$ cat src/rtl/cfg_startup_pkg.sv
package cfg_startup_pkg;
  typedef enum logic [1:0] {
    SU_CFG_FREE = 2'b00,
    SU_CFG_LOCK = 2'b01,
    SU_USR_FREE = 2'b10,
    SU_USR_LOCK = 2'b11
  } su_mode_e;

  localparam int unsigned NUM_EVT = 2;
  localparam int unsigned EVT_GSR = 0;
  localparam int unsigned EVT_IO  = 1;
endpackage

$ cat src/rtl/cfg_startup_sync.sv
module cfg_startup_sync #(
  parameter int unsigned STAGES  = 2,
  parameter logic        RST_VAL = 1'b0
) (
  input  logic clk_i,
  input  logic rst_ni,
  input  logic d_i,
  output logic q_o
);
  logic [STAGES-1:0] stg_q;

  always_ff @(posedge clk_i or negedge rst_ni) begin
    if (!rst_ni) stg_q <= {STAGES{RST_VAL}};
    else         stg_q <= {stg_q[STAGES-2:0], d_i};
  end

  assign q_o = stg_q[STAGES-1];
endmodule

$ cat src/rtl/cfg_startup_lencnt.sv
module cfg_startup_lencnt #(
  parameter int unsigned CNT_W = 24
) (
  input  logic             clk_i,
  input  logic             rst_ni,
  input  logic             clr_i,
  input  logic             init_i,
  input  logic [CNT_W-1:0] len_i,
  output logic             reached_o
);
  logic [CNT_W-1:0] cnt_q;
  logic             reach_q;

  always_ff @(posedge clk_i or negedge rst_ni) begin
    if (!rst_ni) begin
      cnt_q   <= '0;
      reach_q <= 1'b0;
    end else if (clr_i || !init_i) begin
      cnt_q   <= '0;
      reach_q <= 1'b0;
    end else begin
      if (cnt_q != {CNT_W{1'b1}}) cnt_q <= cnt_q + 1'b1;  // saturate
      if (cnt_q == len_i) reach_q <= 1'b1;
    end
  end

  // count passes len while frame end is late: keep the hit
  assign reached_o = init_i && !clr_i && (reach_q || (cnt_q == len_i));

  AST_CNT_NO_WRAP: assert property (@(posedge clk_i) disable iff (!rst_ni)
    (init_i && !clr_i && (&cnt_q)) |=> (&cnt_q));
  AST_REACH_HOLDS: assert property (@(posedge clk_i) disable iff (!rst_ni)
    (reached_o && init_i && !clr_i) |=> (reached_o || !init_i || clr_i));
endmodule

$ cat src/rtl/cfg_startup_evt.sv
module cfg_startup_evt #(
  parameter int unsigned DLY_W   = 3,
  parameter int unsigned MAX_DLY = 4
) (
  input  logic             clk_i,
  input  logic             rst_ni,
  input  logic             clr_i,
  input  logic             tick_i,
  input  logic             ref_hit_i,
  input  logic [DLY_W-1:0] dly_i,
  output logic             fire_o
);
  localparam int unsigned CW = $clog2(MAX_DLY + 2);

  logic [CW-1:0] eff_dly, cnt_q;
  logic          armed_q, fire_q;

  always_comb begin
    if (int'(dly_i) > int'(MAX_DLY)) eff_dly = CW'(MAX_DLY);
    else                             eff_dly = CW'(dly_i);
  end

  always_ff @(posedge clk_i or negedge rst_ni) begin
    if (!rst_ni) begin
      armed_q <= 1'b0;
      cnt_q   <= '0;
      fire_q  <= 1'b0;
    end else if (clr_i) begin
      armed_q <= 1'b0;
      cnt_q   <= '0;
      fire_q  <= 1'b0;
    end else if (ref_hit_i) begin
      armed_q <= 1'b1;
      cnt_q   <= CW'(1);
      if (eff_dly == '0) fire_q <= 1'b1;
    end else if (armed_q && tick_i && !fire_q) begin
      if (cnt_q == eff_dly) fire_q <= 1'b1;
      if (cnt_q != CW'(MAX_DLY + 1)) cnt_q <= cnt_q + 1'b1;
    end
  end

  assign fire_o = fire_q;

  AST_FIRE_STICKY: assert property (@(posedge clk_i) disable iff (!rst_ni)
    (fire_q && !clr_i) |=> fire_q);
  AST_FIRE_ON_TICK: assert property (@(posedge clk_i) disable iff (!rst_ni)
    $rose(fire_q) |-> $past(tick_i));
  AST_FIRE_NEEDS_REF: assert property (@(posedge clk_i) disable iff (!rst_ni)
    $rose(fire_q) |-> ($past(armed_q) || $past(ref_hit_i)));
endmodule

$ cat src/rtl/cfg_startup.sv
module cfg_startup
  import cfg_startup_pkg::*;
#(
  parameter int unsigned CNT_W       = 24,
  parameter int unsigned DLY_W       = 3,
  parameter int unsigned MAX_DLY     = 4,
  parameter int unsigned SYNC_STAGES = 2
) (
  input  logic             clk_i,
  input  logic             rst_ni,
  input  logic             prgm_ni,
  input  logic             init_i,
  input  logic             frame_end_i,
  input  logic [CNT_W-1:0] len_count_i,
  input  logic [1:0]       mode_i,
  input  logic [DLY_W-1:0] rst_dly_i,
  input  logic [DLY_W-1:0] io_dly_i,
  input  logic             usr_clk_i,
  input  logic             done_sense_i,
  output logic             done_pull_o,
  output logic             gsr_o,
  output logic             io_en_o,
  output logic             clear_o
);
  su_mode_e mode;
  logic     locked, use_usr;
  logic     prgm_s, done_s, uclk_s, uclk_d_q;
  logic     clear, tick, reached, begin_su;
  logic     done_rel_q, ref_seen_q, rel_edge, ref_hit;
  logic [NUM_EVT-1:0] fire;
  logic [DLY_W-1:0]   dly_sel [NUM_EVT];

  assign mode    = su_mode_e'(mode_i);
  assign locked  = (mode == SU_CFG_LOCK) || (mode == SU_USR_LOCK);
  assign use_usr = (mode == SU_USR_FREE) || (mode == SU_USR_LOCK);

  cfg_startup_sync #(.STAGES(SYNC_STAGES), .RST_VAL(1'b0)) u_sync_prgm (
    .clk_i(clk_i), .rst_ni(rst_ni), .d_i(prgm_ni), .q_o(prgm_s));
  cfg_startup_sync #(.STAGES(SYNC_STAGES), .RST_VAL(1'b0)) u_sync_done (
    .clk_i(clk_i), .rst_ni(rst_ni), .d_i(done_sense_i), .q_o(done_s));
  cfg_startup_sync #(.STAGES(SYNC_STAGES), .RST_VAL(1'b0)) u_sync_uclk (
    .clk_i(clk_i), .rst_ni(rst_ni), .d_i(usr_clk_i), .q_o(uclk_s));

  always_ff @(posedge clk_i or negedge rst_ni) begin
    if (!rst_ni) uclk_d_q <= 1'b0;
    else         uclk_d_q <= uclk_s;
  end

  assign clear = !prgm_s;
  assign tick  = use_usr ? (uclk_s && !uclk_d_q) : 1'b1;

  cfg_startup_lencnt #(.CNT_W(CNT_W)) u_lencnt (
    .clk_i(clk_i), .rst_ni(rst_ni), .clr_i(clear), .init_i(init_i),
    .len_i(len_count_i), .reached_o(reached));

  assign begin_su = reached && frame_end_i;
  assign rel_edge = begin_su && tick && !done_rel_q;
  assign ref_hit  = locked ? (done_rel_q && !ref_seen_q && done_s && tick) : rel_edge;

  always_ff @(posedge clk_i or negedge rst_ni) begin
    if (!rst_ni) begin
      done_rel_q <= 1'b0;
      ref_seen_q <= 1'b0;
    end else if (clear) begin
      done_rel_q <= 1'b0;
      ref_seen_q <= 1'b0;
    end else begin
      if (rel_edge) done_rel_q <= 1'b1;
      if (ref_hit)  ref_seen_q <= 1'b1;
    end
  end

  assign dly_sel[EVT_GSR] = rst_dly_i;
  assign dly_sel[EVT_IO]  = io_dly_i;

  for (genvar g = 0; g < NUM_EVT; g++) begin : g_evt
    cfg_startup_evt #(.DLY_W(DLY_W), .MAX_DLY(MAX_DLY)) u_evt (
      .clk_i(clk_i), .rst_ni(rst_ni), .clr_i(clear), .tick_i(tick),
      .ref_hit_i(ref_hit), .dly_i(dly_sel[g]), .fire_o(fire[g]));
  end

  assign done_pull_o = !done_rel_q;
  assign gsr_o       = !fire[EVT_GSR];
  assign io_en_o     = fire[EVT_IO];
  assign clear_o     = clear;

  AST_CLEAR_RESETS: assert property (@(posedge clk_i) disable iff (!rst_ni)
    clear_o |=> (done_pull_o && gsr_o && !io_en_o));
  AST_RELEASE_NEEDS_START: assert property (@(posedge clk_i) disable iff (!rst_ni)
    $fell(done_pull_o) |-> $past(reached && frame_end_i));
  AST_LOCK_IO_WAITS: assert property (@(posedge clk_i) disable iff (!rst_ni)
    (locked && $rose(io_en_o)) |-> ref_seen_q);
  AST_LOCK_GSR_WAITS: assert property (@(posedge clk_i) disable iff (!rst_ni)
    (locked && $fell(gsr_o)) |-> ref_seen_q);
  AST_LOCK_DONE_FIRST: assert property (@(posedge clk_i) disable iff (!rst_ni)
    (locked && (io_en_o || !gsr_o)) |-> !done_pull_o);
  AST_DONE_HELD: assert property (@(posedge clk_i) disable iff (!rst_ni)
    (!done_pull_o && !clear_o) |=> !done_pull_o);
endmodule

$ cat config.mk
export PLATFORM = sky130hd
export DESIGN_NAME = cfg_startup
export DESIGN_NICKNAME = d
export VERILOG_FILES = /design/src/rtl/cfg_startup_pkg.sv /design/src/rtl/cfg_startup_sync.sv /design/src/rtl/cfg_startup_lencnt.sv /design/src/rtl/cfg_startup_evt.sv /design/src/rtl/cfg_startup.sv
export SDC_FILE = /design/constraint.sdc
export NUM_CORES = 1
export LEC_CHECK = 0
export CAP_MARGIN = 20
export CORE_ASPECT_RATIO = 1.75
export CORE_MARGIN = 1
export CORE_UTILIZATION = 40
export CTS_BUF_LIST = sky130_fd_sc_hd__clkbuf_4
export DETAILED_ROUTE_END_ITERATION = 16
export GPL_TIMING_DRIVEN = 0
export PLACE_DENSITY = 0.64
export REMOVE_ABC_BUFFERS = 1
export SLEW_MARGIN = 10
export SYNTH_ARGS = -nofsm -noshare
export SYNTH_HDL_FRONTEND = slang
export SYNTH_SLANG_ARGS = --single-unit
$ cat constraint.sdc
create_clock -name clk_i -period 2.2 [get_ports clk_i]
set_input_delay 0.55 -clock clk_i [delete_from_list [all_inputs] [get_ports clk_i]]
set_output_delay 0.55 -clock clk_i [all_outputs]
set_load 0.05 [all_outputs]
==> impl_results.rst <==
.. list-table::
   :header-rows: 1

   * - Metric
     - Value
   * - Result of the run
     - finished, final reports clean
   * - Slowest cell on the critical path
     - sky130_fd_sc_hd__clkdlybuf4s50_1
   * - Post-synth ARST share
     - 100%
   * - Post-placement cell area
     - 2860 sq um
   * - Final standard cell count with taps included and fillers excluded
     - 366
   * - Worst EP arrival
     - 2.36 ns
   * - Largest cells by area after synthesis
     - sky130_fd_sc_hd__dfrtp_1 (45%), sky130_fd_sc_hd__xnor2_1 (10%), sky130_fd_sc_hd__xor2_1 (7.8%)
   * - Worst stage delay on the critical path
     - 0.48 ns
   * - Cell family with the largest share of critical-path delay
     - simple AND/OR/NAND/NOR gates
   * - Distinct cells, synth
     - 36
   * - Routability Congestion
     - 0.831
   * - Top flip-flop cell by instance count after synthesis
     - sky130_fd_sc_hd__dfrtp_1
   * - Final Slew Violations
     - 0
   * - Setup violations, final
     - 0
   * - Count of max-cap constraint violations
     - 0
   * - Worst setup path category
     - in2reg
   * - Yosys warns
     - 0
   * - Global routing usage summed across all routing layers
     - 20.3%
   * - Power per cell area
     - 474 nW/um^2
   * - Hold-fix buffers at CTS
     - 0
   * - Estimated wirelength of the detail-placed design
     - 4130 um
   * - Post-layout net count
     - 333
   * - Static leakage
     - 1.21 nW
   * - Clock Latency Late Sink
     - 0.35 ns
   * - Buffer depth of the longest clock path
     - 2
   * - Layout cell share with drive strength beyond 1
     - 8.62%
   * - Worst setup SP type
     - input pin
   * - Final worst hold slack
     - 0.0876 ns
   * - Share of the synthesized area in the top cell type
     - 44.8%
   * - Router iterations before antenna repair
     - 4
   * - Clk sinks
     - 42
   * - Yosys top cell by area
     - sky130_fd_sc_hd__dfrtp_1
   * - Maximum number of pins on one net before global-route repair
     - 29
   * - Netlist Area Pre-Place
     - 2340 sq um
   * - Worst reg2reg startpoint
     - u_lencnt.cnt_q[3]$_DFFE_PN0P_
   * - Sum of internal, switching and leakage power
     - 1.42 mW
   * - Worst setup skew after layout
     - 0.00827 ns
   * - Total global routing overflow
     - 0
   * - Starting DRT DRC Count
     - 79
   * - Cell-by-cell listing of the critical path
     - clkdlybuf4s50_1 > xnor2_1 > nand4_1 > nor4_2 > a31oi_1 > o21a_2 > and3_1
   * - Worst path buffer plus inverter count
     - 1
   * - I/O pin cnt
     - 43
   * - Rows
     - 36
   * - Wire per inst
     - 15.0 um
   * - Crit share post-route
     - 95.9%
   * - Mapped Avg Cell Area
     - 9.73 sq um
   * - Area overhead of the layout relative to synthesis
     - 27.6%
   * - IR drop worst, VDD
     - 0.298 mV
   * - TritonCTS clock tree
     - built
   * - Crit-path max FO
     - 9
   * - Post-route ant nets
     - 0
   * - Die outline height
     - 103 um
   * - Initial cell density of the core
     - 42.0%
   * - Post-route minimum period
     - 2.11 ns
   * - Utilization after layout
     - 53.6%
   * - Fmax
     - 0.474 GHz
   * - Type of the tightest min-delay check
     - in2async
   * - Number of levels in the clock H-tree
     - 2
   * - Post-route standard cell area excluding fillers
     - 2990 sq um
   * - Synthesized netlist cell count
     - 241
   * - Clock slew at reported path FFs
     - 0.12 ns
   * - Antenna violations before repair
     - 0
   * - Number of global-route vias before repair
     - 2017
   * - Clock Root Buffer
     - sky130_fd_sc_hd__clkbuf_4
   * - Relative slew slack
     - 62.0%
   * - Pin slew with the least headroom to its limit
     - 0.564 ns
   * - Number of buffers created by CTS
     - 5
   * - Placeable Area
     - 5590 sq um
   * - WL final
     - 5510 um
   * - Floorplan die area
     - 6180 sq um
   * - Placed Instances
     - 356
   * - PortBufs
     - 42
   * - DR vias
     - 1944
   * - CP Launch Point
     - len_count_i[19]
   * - Final number of hold-violating endpoints
     - 0
   * - Number of enable-type register cells in the synthesized netlist
     - 0
   * - Nature of the critical path endpoint
     - register
   * - Share of the yosys chip area belonging to registers
     - 44.8%
   * - Flop and latch count out of synthesis
     - 42
   * - Diodes inserted
     - 0
   * - Number of vias per cell
     - 5.31
   * - Residual DRC count
     - 0
   * - First-pass GRT wire length
     - 9330 um
   * - Req. time, crit path
     - 2.45 ns
   * - Unrepaired setup endpoints after global routing
     - false
   * - Die X
     - 59.9 um
cell usage in the layout (no fill, tap or decap), types with 2 or more instances in the layout:
| cell | count |
|---|---|
| sky130_fd_sc_hd__xnor2_1 | 27 |
| sky130_fd_sc_hd__inv_1 | 10 |
| sky130_fd_sc_hd__clkdlybuf4s50_1 | 37 |
| sky130_fd_sc_hd__or4_1 | 3 |
| sky130_fd_sc_hd__o21ai_0 | 6 |
| sky130_fd_sc_hd__nor3_1 | 15 |
| sky130_fd_sc_hd__clkinv_2 | 2 |
| sky130_fd_sc_hd__nand4_1 | 12 |
| sky130_fd_sc_hd__dfrtp_1 | 40 |
| sky130_fd_sc_hd__and2_1 | 5 |
| sky130_fd_sc_hd__nand3_1 | 11 |
| sky130_fd_sc_hd__ha_1 | 5 |
| sky130_fd_sc_hd__and4_1 | 3 |
| sky130_fd_sc_hd__o221ai_1 | 2 |
| sky130_fd_sc_hd__nor4_1 | 4 |
| sky130_fd_sc_hd__buf_4 | 3 |
| sky130_fd_sc_hd__and3_1 | 7 |
| sky130_fd_sc_hd__xor2_1 | 21 |
| sky130_fd_sc_hd__nor2_1 | 19 |
| sky130_fd_sc_hd__dlymetal6s2s_1 | 3 |
| sky130_fd_sc_hd__dfrtp_2 | 2 |
| sky130_fd_sc_hd__nand2_1 | 14 |
| sky130_fd_sc_hd__clkbuf_4 | 5 |
| sky130_fd_sc_hd__a21oi_1 | 9 |
final cells by class:
cell class / count / area, sq um
Multi-Input combinational cell: 184 / 1260
Timing Repair Buffer: 46 / 467
Inverter: 10 / 37.5
Tap cell: 76 / 95.1
Clock inverter: 3 / 40.0
Fill cell: 549 / 2590
Sequential cell: 42 / 1050
Clock buffer: 5 / 37.5
cell families (layout without fill, tap and decap cells):
kind of cell / Yosys count / in the layout / share of synthesized area, %
adders and majority gates: 5 / 5 / 2.67
AOI/OAI and AO/OA: 26 / 26 / 6.94
muxes: 1 / 1 / 0.427
buffers and inverters: 15 / 64 / 2.40
xor gates and xnor gates: 48 / 48 / 17.9
and+or+nand+nor: 104 / 104 / 24.8
DFF: 42 / 42 / 44.8
worst paths after layout:
path | to | slack (ns) | cells after the start
setup reg to reg | u_lencnt.cnt_q[21]$_DFFE_PN0P_ | 0.11 | 5
max in group asynchronous | u_lencnt.cnt_q[16]$_DFFE_PN0P_ | 1.63 | 2
hold reg to reg | u_sync_uclk.stg_q[1]$_DFF_PN0_ | 0.35 | 0
setup / recovery | g_evt[1].u_evt.cnt_q[2]$_DFFE_PN0P_ | 0.09 | 7
min in group clk_i | u_sync_uclk.stg_q[1]$_DFF_PN0_ | 0.35 | 0
hold / removal | g_evt[0].u_evt.cnt_q[2]$_DFFE_PN0P_ | 0.09 | 1
per-layer routing:
layer	routed length (um)	vias up	GRT usage [%]	share of wire [%]
li1	-	945	-	-
met1	2170	939	22.6	39
met2	3030	50	36.8	55
met3	177	10	3.36	3.2
met4	125	0	8.94	2.3
met5	0	-	0	0
timing repair:
action,4_1_cts,5_1_grt
endpoints found under the setup margin,19,21
endpoints found under the hold margin,0,0
resized for setup,6,8
pin swaps,1,1
setup buffers,1,1
state kept, by name, summed over array words and instances, names as in the netlist:
name / count
u_sync_done.stg_q: 2
u_sync_uclk.stg_q: 2
done_rel_q: 1
uclk_d_q: 1
g_evt.u_evt.fire_o: 2
u_lencnt.reach_q: 1
g_evt.u_evt.armed_q: 1
g_evt.u_evt.cnt_q: 6
u_lencnt.cnt_q: 24
u_sync_prgm.stg_q: 2
cells in the mapped netlist (2+ instances only):
cell type                  number
sky130_fd_sc_hd__nand4_1       12
sky130_fd_sc_hd__inv_1         10
sky130_fd_sc_hd__o221ai_1       2
sky130_fd_sc_hd__nand2_1       15
sky130_fd_sc_hd__and4_1         3
sky130_fd_sc_hd__and3_1         7
sky130_fd_sc_hd__ha_1           5
sky130_fd_sc_hd__nand3_1       11
sky130_fd_sc_hd__or4_1          3
sky130_fd_sc_hd__o21ai_0        7
sky130_fd_sc_hd__xnor2_1       27
sky130_fd_sc_hd__clkbuf_1       5
sky130_fd_sc_hd__nor3_1        16
sky130_fd_sc_hd__nor4_1         5
sky130_fd_sc_hd__nor2_1        19
sky130_fd_sc_hd__xor2_1        21
sky130_fd_sc_hd__and2_1         5
sky130_fd_sc_hd__dfrtp_1       42
sky130_fd_sc_hd__a21oi_1        9
per-stage QoR:
stage	setup TNS, ns	worst slack [ns]
after floorplan	0	0.127
after global placement	-39.59	-0.895
after detailed placement	-11.06	-0.594
after CTS	0	0.00259
after global routing	0	0.00494
final	0	0.0905
power breakdown:
| group | internal, mW | switching (mW) |
|---|---|---|
| combinational | 0.0838 | 0.0609 |
| sequential | 0.780 | 0.00768 |
| clock | 0.235 | 0.251 |
Note: power is estimated with default switching activity, not from simulation.
